<file path="src/rtl/ioline_pkg.sv">
package ioline_pkg;
    localparam int IDX_W   = 6;
    localparam int BUS_W   = 16;
    localparam int CTRL_W  = 4;

    localparam logic [IDX_W-1:0] IDX_OUT_LO = 6'd0;
    localparam logic [IDX_W-1:0] IDX_OUT_HI = 6'd1;
    localparam logic [IDX_W-1:0] IDX_IN_LO  = 6'd2;
    localparam logic [IDX_W-1:0] IDX_IN_HI  = 6'd3;
    localparam logic [IDX_W-1:0] IDX_OE_LO  = 6'd4;
    localparam logic [IDX_W-1:0] IDX_OE_HI  = 6'd5;
    localparam logic [IDX_W-1:0] IDX_CTRL   = 6'd6;

    localparam int CB_DBUF   = 0;
    localparam int CB_POL    = 1;
    localparam int CB_MSMODE = 2;
    localparam int CB_MASTER = 3;
endpackage

</file>
<file path="src/rtl/ioline_bus_ctl.sv">
module ioline_bus_ctl
    import ioline_pkg::*;
(
    input  logic             clk,
    input  logic             rst_n,
    input  logic             io_sel,
    input  logic             id_sel,
    input  logic             hold,
    input  logic             write,
    input  logic [IDX_W-1:0] addr,
    output logic             ack,
    output logic             cyc_id,
    output logic [IDX_W-1:0] cyc_idx,
    output logic             wr_stb
);
    typedef struct packed {
        logic             ack;
        logic             is_id;
        logic [IDX_W-1:0] idx;
    } bus_t;

    bus_t st_d, st_q;
    logic start;

    always_comb begin
        st_d   = st_q;
        start  = !st_q.ack && (io_sel || id_sel);
        wr_stb = start && io_sel && write;
        if (start) begin
            st_d.ack   = 1'b1;
            st_d.is_id = !io_sel;
            st_d.idx   = addr;
        end else if (st_q.ack) begin
            st_d.ack = hold;
        end
    end

    always_ff @(posedge clk or negedge rst_n) begin
        if (!rst_n) st_q <= '0;
        else        st_q <= st_d;
    end

    assign ack     = st_q.ack;
    assign cyc_id  = st_q.is_id;
    assign cyc_idx = st_q.idx;
endmodule

</file>
<file path="src/rtl/ioline_regs.sv">
module ioline_regs
    import ioline_pkg::*;
#(
    parameter int N_LINES = 24
) (
    input  logic               clk,
    input  logic               rst_n,
    input  logic               wr_stb,
    input  logic [IDX_W-1:0]   wr_idx,
    input  logic [1:0]         wr_be,
    input  logic [BUS_W-1:0]   wdata,
    output logic [N_LINES-1:0] lat,
    output logic [N_LINES-1:0] oe_n,
    output logic [CTRL_W-1:0]  ctrl
);
    localparam int HI_W = N_LINES - BUS_W;

    typedef struct packed {
        logic [N_LINES-1:0] lat;
        logic [N_LINES-1:0] oe_n;
        logic [CTRL_W-1:0]  ctrl;
    } regs_t;

    regs_t r_d, r_q;

    function automatic logic [BUS_W-1:0] lane_merge(input logic [BUS_W-1:0] old_v,
                                                    input logic [BUS_W-1:0] new_v,
                                                    input logic [1:0]       be);
        logic [BUS_W-1:0] res;
        res = old_v;
        for (int b = 0; b < 2; b++) begin
            if (be[b]) res[b*8 +: 8] = new_v[b*8 +: 8];
        end
        return res;
    endfunction

    always_comb begin
        r_d = r_q;
        if (wr_stb) begin
            unique case (wr_idx)
                IDX_OUT_LO: r_d.lat[BUS_W-1:0]  = lane_merge(r_q.lat[BUS_W-1:0], wdata, wr_be);
                IDX_OUT_HI: if (wr_be[0]) r_d.lat[N_LINES-1:BUS_W] = wdata[HI_W-1:0];
                IDX_OE_LO:  r_d.oe_n[BUS_W-1:0] = lane_merge(r_q.oe_n[BUS_W-1:0], wdata, wr_be);
                IDX_OE_HI:  if (wr_be[0]) r_d.oe_n[N_LINES-1:BUS_W] = wdata[HI_W-1:0];
                IDX_CTRL:   if (wr_be[0]) r_d.ctrl = wdata[CTRL_W-1:0];
                default: ;
            endcase
        end
    end

    always_ff @(posedge clk or negedge rst_n) begin
        if (!rst_n) begin
            r_q.lat  <= '0;
            r_q.oe_n <= '1;
            r_q.ctrl <= '0;
        end else begin
            r_q <= r_d;
        end
    end

    assign lat  = r_q.lat;
    assign oe_n = r_q.oe_n;
    assign ctrl = r_q.ctrl;
endmodule

</file>
<file path="src/rtl/ioline_rd_mux.sv">
module ioline_rd_mux
    import ioline_pkg::*;
#(
    parameter int N_LINES = 24
) (
    input  logic               ack,
    input  logic               is_id,
    input  logic [IDX_W-1:0]   idx,
    input  logic [N_LINES-1:0] lat,
    input  logic [N_LINES-1:0] oe_n,
    input  logic [CTRL_W-1:0]  ctrl,
    input  logic [N_LINES-1:0] din,
    input  logic [BUS_W-1:0]   id_data,
    output logic [BUS_W-1:0]   rdata
);
    localparam int HI_W = N_LINES - BUS_W;
    localparam logic [BUS_W-HI_W-1:0]   HI_PAD   = '0;
    localparam logic [BUS_W-CTRL_W-1:0] CTRL_PAD = '0;

    logic [BUS_W-1:0] sel_v;

    always_comb begin
        unique case (idx)
            IDX_OUT_LO: sel_v = lat[BUS_W-1:0];
            IDX_OUT_HI: sel_v = {HI_PAD, lat[N_LINES-1:BUS_W]};
            IDX_IN_LO:  sel_v = din[BUS_W-1:0];
            IDX_IN_HI:  sel_v = {HI_PAD, din[N_LINES-1:BUS_W]};
            IDX_OE_LO:  sel_v = oe_n[BUS_W-1:0];
            IDX_OE_HI:  sel_v = {HI_PAD, oe_n[N_LINES-1:BUS_W]};
            IDX_CTRL:   sel_v = {CTRL_PAD, ctrl};
            default:    sel_v = '0;
        endcase
        if (!ack)       rdata = '0;
        else if (is_id) rdata = id_data;
        else            rdata = sel_v;
    end
endmodule

</file>
<file path="src/rtl/ioline_regslave.sv">
module ioline_regslave
    import ioline_pkg::*;
#(
    parameter int N_LINES = 24
) (
    input  logic               clk,
    input  logic               rst_n,
    input  logic               io_sel,
    input  logic               id_sel,
    input  logic               hold,
    input  logic               write,
    input  logic [IDX_W-1:0]   addr,
    input  logic [1:0]         byte_en,
    input  logic [BUS_W-1:0]   wdata,
    output logic [BUS_W-1:0]   rdata,
    output logic               ack,
    input  logic [BUS_W-1:0]   id_data,
    input  logic [N_LINES-1:0] din_lines,
    output logic [N_LINES-1:0] out_latch,
    output logic [N_LINES-1:0] out_en_n,
    output logic               dbuf_en,
    output logic               clk_pol,
    output logic               ms_mode,
    output logic               master_sel
);
    logic             cyc_id;
    logic [IDX_W-1:0] cyc_idx;
    logic             wr_stb;
    logic [CTRL_W-1:0] ctrl;

    ioline_bus_ctl u_bus (
        .clk(clk), .rst_n(rst_n), .io_sel(io_sel), .id_sel(id_sel),
        .hold(hold), .write(write), .addr(addr), .ack(ack),
        .cyc_id(cyc_id), .cyc_idx(cyc_idx), .wr_stb(wr_stb)
    );

    ioline_regs #(.N_LINES(N_LINES)) u_regs (
        .clk(clk), .rst_n(rst_n), .wr_stb(wr_stb), .wr_idx(addr),
        .wr_be(byte_en), .wdata(wdata), .lat(out_latch),
        .oe_n(out_en_n), .ctrl(ctrl)
    );

    ioline_rd_mux #(.N_LINES(N_LINES)) u_rd (
        .ack(ack), .is_id(cyc_id), .idx(cyc_idx), .lat(out_latch),
        .oe_n(out_en_n), .ctrl(ctrl), .din(din_lines),
        .id_data(id_data), .rdata(rdata)
    );

    assign dbuf_en    = ctrl[CB_DBUF];
    assign clk_pol    = ctrl[CB_POL];
    assign ms_mode    = ctrl[CB_MSMODE];
    assign master_sel = ctrl[CB_MASTER];
endmodule

</file>
<file path="config.mk">
export PLATFORM = sky130hd
export DESIGN_NAME = ioline_regslave
export DESIGN_NICKNAME = d
export VERILOG_FILES = /design/src/rtl/ioline_pkg.sv /design/src/rtl/ioline_bus_ctl.sv /design/src/rtl/ioline_regs.sv /design/src/rtl/ioline_rd_mux.sv /design/src/rtl/ioline_regslave.sv
export SDC_FILE = /design/constraint.sdc
export NUM_CORES = 1
export LEC_CHECK = 0
export BUFFER_PORTS_ARGS = -buffer_cell sky130_fd_sc_hd__buf_4
export CAP_MARGIN = 0
export CORE_ASPECT_RATIO = 0.7
export CORE_MARGIN = 5
export CORE_UTILIZATION = 52
export DETAILED_ROUTE_END_ITERATION = 7
export MAX_ROUTING_LAYER = met4
export PLACE_DENSITY = 0.84
export SYNTH_ARGS = -nofsm -noshare
export SYNTH_HDL_FRONTEND = slang
export SYNTH_SLANG_ARGS = --single-unit
</file>
<file path="constraint.sdc">
create_clock -name clk -period 3.2 [get_ports clk]
set_input_delay 0.48 -clock clk [delete_from_list [all_inputs] [get_ports clk]]
set_output_delay 0.48 -clock clk [all_outputs]
set_load 0.03 [all_outputs]
</file>
# Yosys cells after proc, flatten, opt, wreduce, memory -nomap -nowiden

Cells that the tools add are included.

Logic and storage cells: 40
Output and inout bits: 69
Bits in registers: 60

Reduce and logical (&&, ||, !) cells: 15
Eq/ne operators: 10
Muxes and demuxes: 5

Operators with widths:

| operator                                                        | number |
|---|---|
| 16-bit one-hot mux with 7 select lines                          | 1 |
| 6-bit by 3-bit == test with 1-bit output, second input constant | 6 |
| 16-bit two-way mux                                              | 2 |
| 3-bit AND reduction                                             | 7 |
| 6-bit by 1-bit == test with 1-bit output, second input constant | 2 |
| 6-bit by 2-bit == test with 1-bit output, second input constant | 2 |
| 6-bit zero test                                                 | 2 |
| 1-bit logical AND                                               | 3 |
| 1-bit zero test                                                 | 2 |
| 1-bit two-way mux                                               | 2 |
| 1-bit logical OR                                                | 1 |

# Depth between registers and ports, before layout

Depth after elaboration: 5
Mapped depth: 6
Depth with buffers taken out: 4

# Hierarchy

A second synthesis with hierarchy kept.

Cells, all modules: 279
Area, all modules: 3442.1 µm²

Modules (own cells, without submodules):

| module         | cells each | times used | area an instance (µm²) |
|---|---|---|---|
| ioline_regs    | 117        | 1          | 2104.5 |
| ioline_rd_mux  | 140        | 1          | 987.2 |
| ioline_bus_ctl | 22         | 1          | 350.3 |

# Worst setup path before layout

No wires, ideal clock.

Kind: reg2out
Start point: register u_bus.st_q, in the netlist u_bus.cyc_idx[2]
End point: output rdata[2]
Stages on the path, launching flop included: 7
Path slack: 0.626 ns
Data required time: 2.720 ns
Arrival time: 2.094 ns
Cells stage by stage: dfrtp_1 buf_6 nor4_1 and2b_1 buf_4 a21oi_1 a311oi_1

Word-level cells in the longest chain between the ends: 4

RTL lines:

| element                                                                | RTL line              | RTL |
|---|---|---|
| start, declared                                                        | ioline_bus_ctl.sv:22  | `bus_t st_d, st_q;` |
| start signal, assigned                                                 | ioline_bus_ctl.sv:40  | `else st_q <= st_d;` |
| 6-bit by 3-bit == test with 1-bit output, or another cell as far along | ioline_rd_mux.sv:23   | `unique case (idx)` |
| 16-bit one-hot mux with 7 select lines (*)                             | ioline_rd_mux.sv:23   |  |
| 16-bit two-way mux (*)                                                 | ioline_rd_mux.sv:34   | `else if (is_id) rdata = id_data;` |
| 16-bit two-way mux (*)                                                 | ioline_rd_mux.sv:33   | `if (!ack) rdata = '0;` |
| end, declared                                                          | ioline_regslave.sv:15 | `output logic [BUS_W-1:0] rdata,` |

Mark *: on every way between the ends. The rest lies on a longest branch, timed or not.

# Worst setup path in the final report

Start point: register u_bus.st_q, in the netlist u_bus.cyc_idx[2]
End point: output rdata[0]

Same word-level chain as after synthesis.

==> impl_metrics.toml <==
[setup_path]
reg2reg_depth = 4
r2r_start = "u_bus.ack"
r2r_setup_slack_ns = 1.12
cp.arrival_ns = 2.56
max_stage_delay_ns = 0.41
critical_path.endpoint_type = "output pin"
startpoint_type = "flip-flop"
critPathRequiredTime_ns = 2.72
cp_max_fo = 16
crit_path_frequent_cell = "buf_4"
regToRegEndpoint = "u_regs.lat[19]"
crit_type = "flip-flop to output pin"
slowest_stage = "and2b_1"
crit_chain = "buf_4, nor4_1, buf_4, and2b_1, a21oi_1, a311oi_1, buf_4"

[cells_and_area]
fin_nets = 474
n_antenna_cell = 0
fillers = 434
fin_area_mm2 = 0.004557
utilization = 0.7367
area_delta_synth_final_pct = 38.90
drive_gt1_frac = 0.6479

[floorplanning]
start_util = 0.5303
core_mm2 = 0.006186
die_x_um = 104.9
rows = 24
die_h_um = 76.46
fp.dieArea_mm2 = 0.008023
io_pins = 139

[timing]
finClkSkew_ns = 0.005273
fin_crit_sh = 0.9489
setup_viol_count_final = 0
fin_ws_ns = 0.1635
fin_setup_tns_ns = 0
slew_viol_final = 0
max_freq_mhz = 329.3
slew_headroom = 0.4962
rsz0062_at_grt = "no"
worst_pin_slew_ns = 0.7557
hold_viol = 0
layout_min_cycle_time_ns = 3.036

[global_routing]
grt_pass1_vias = 2875
grt_pass1_wl_um = 15210
use_met3 = 0.06689
grtUsageMet1 = 0.3443
grt_util_met2 = 0.3524
grt_max_degree = 61
antenna_found_initial = 0
grt-ovfl-total = 0
gr-usage-all-layers = 0.2481
grt-busiest-layer = "met2"

[pwr]
leakagePower_nw = 2.184
peakVddDrop_mv = 0.3556
power_mw = 2.360
p_per_area_mw_per_mm2 = 518.0

[cts]
insertion_delay_ns = 0.35
cts_tree = "done"
cts-root-buf = "clkbuf_8"
clk_path_buf_depth = 2
cts_hold_repair.buffers = 0
post_cts_resized = 0
cts_buffers = 9
clock-sinks = 60
cts_setup_buffers = 0
htreeDepth = 3
clkTransAtPathRegs_ns = 0.07

[placement]
dpl_cell_area_mm2 = 0.004355
dpl.hpwl_um = 7186
gp_congestion = 0.8374
dp_slack_ns = 0.6309
numPortBuffers = 138

[drt]
drcViolationCount = 0
wire_per_inst_um = 19.74
vias = 2804
drt-vias-per-instance = 5.758
postRouteAntennaNets = 0
totalWireLength_um = 9612
first_iter_violations = 170
drtPass1Iterations = 4

[run]
drv_cap = 0

[yosys]
synth_edf_count = 0
synthCells = 266
synthFlopType = "dfrtp_1"
yosys_warnings = 0
syn_nets = 336
async_reset_ff_frac = 1.000
synth_area_mm2 = 0.003281
syn_avg_cell_area_um2 = 12.33
synth_seq_area_share = 0.4668
synth_seq_cells = 60
ys_types = 41

[run_status]
status = "finished clean"

[hold_path]
hold_path_class = "input pin to asynchronous set/reset pin"
[placed cells by master, fill, tap and decap left out, types with 4 or more instances in the layout]
cell type	count
buf_4	142
mux2_2	67
dfrtp_1	36
dfstp_2	24
nand2_1	21
o21ai_0	11
a21oi_1	11
mux2i_1	10
clkbuf_8	10
a22oi_1	8
nand3_1	7
nand3b_1	7
mux2_4	7
o21a_1	4
o22ai_1	4
a22o_1	4
[area by class of cell]
type,count,area [µm²],area share
Inverter,2,7.507,0.001647
Clock inverter,6,63.81,0.01400
Timing Repair Buffer,142,1066,0.2339
Tap cell,78,97.59,0.02142
Multi-Input combinational cell,189,1653,0.3627
Clock buffer,10,137.6,0.03020
Sequential cell,60,1531,0.3361
[kinds of logic (layout without fill, tap and decap cells)]
family,count (synthesis),count (layout),synth area share
simple gates,53,53,0.1022
flops,60,60,0.4668
buf+inv,17,160,0.02937
compound gates,50,50,0.09878
mux,86,86,0.3028
[routing by layer]
metal / vias to the layer above / wire (µm)
met2: 142 / 4319
met5: - / 0
li1: 1271 / -
met3: 16 / 852
met1: 1375 / 4278
met4: 0 / 162
[synth_stat cells (2+ instances only)]
library cell  instances  share of area
mux2_2               67           0.23
clkbuf_1              6         0.0069
a32oi_1               3         0.0080
dfrtp_1              36           0.27
o22ai_1               4         0.0076
a22o_1                4          0.011
nand2_1              21          0.024
nand3b_1              7          0.016
mux2i_1              10          0.031
inv_1                 2         0.0023
nor3_4                2         0.0099
a22oi_1               8          0.018
o21ai_0              11          0.017
nor3_1                2         0.0031
o21a_1                4         0.0092
mux2_4                7          0.032
a311oi_1              3         0.0080
a21oi_1              11          0.017
buf_6                 3          0.010
nand3_1               7          0.011
dfstp_2              24           0.19
buf_2                 5         0.0076
[stage by stage]
step                      cells  hold WS (ns)
final                       487        0.2074
after global placement      471        0.5134
after detailed placement    471        0.5281
after CTS                   487        0.2174
after floorplan             266        0.1844
after global routing        487        0.2506
[report_power, final]
group	total [mW]	internal, mW	switching (mW)
registers	0.932	0.823	0.108
logic	0.740	0.344	0.396
clock network	0.689	0.379	0.310
total	2.36	1.55	0.814
[flip-flops by register name, indices dropped and copies added (netlist names)]
register	flops
u_bus.ack	1
u_regs.ctrl	4
u_bus.cyc_idx	6
u_regs.oe_n	24
u_regs.lat	24
u_bus.cyc_id	1
[how the worst max path moves through the flow]
stage,from,end,slack [ns],cells past startpoint
after CTS,u_bus.cyc_idx[2],rdata[0],0.21,7
after global placement,u_bus.cyc_idx[2],rdata[0],0.66,7
after global routing,u_bus.cyc_idx[2],rdata[0],0.04,7
after floorplan,u_bus.cyc_idx[2],rdata[2],0.63,6
after detailed placement,u_bus.cyc_idx[2],rdata[0],0.63,7
final,u_bus.cyc_idx[2],rdata[0],0.16,7
[critical path: cells and delay by family (launching register included)]
family,cells,cell delay [ns]
buf+inv,3,0.64
compound gates,2,0.54
simple gates,2,0.64
flops,1,0.38
No activity file was read; power rests on OpenSTA's default activity.
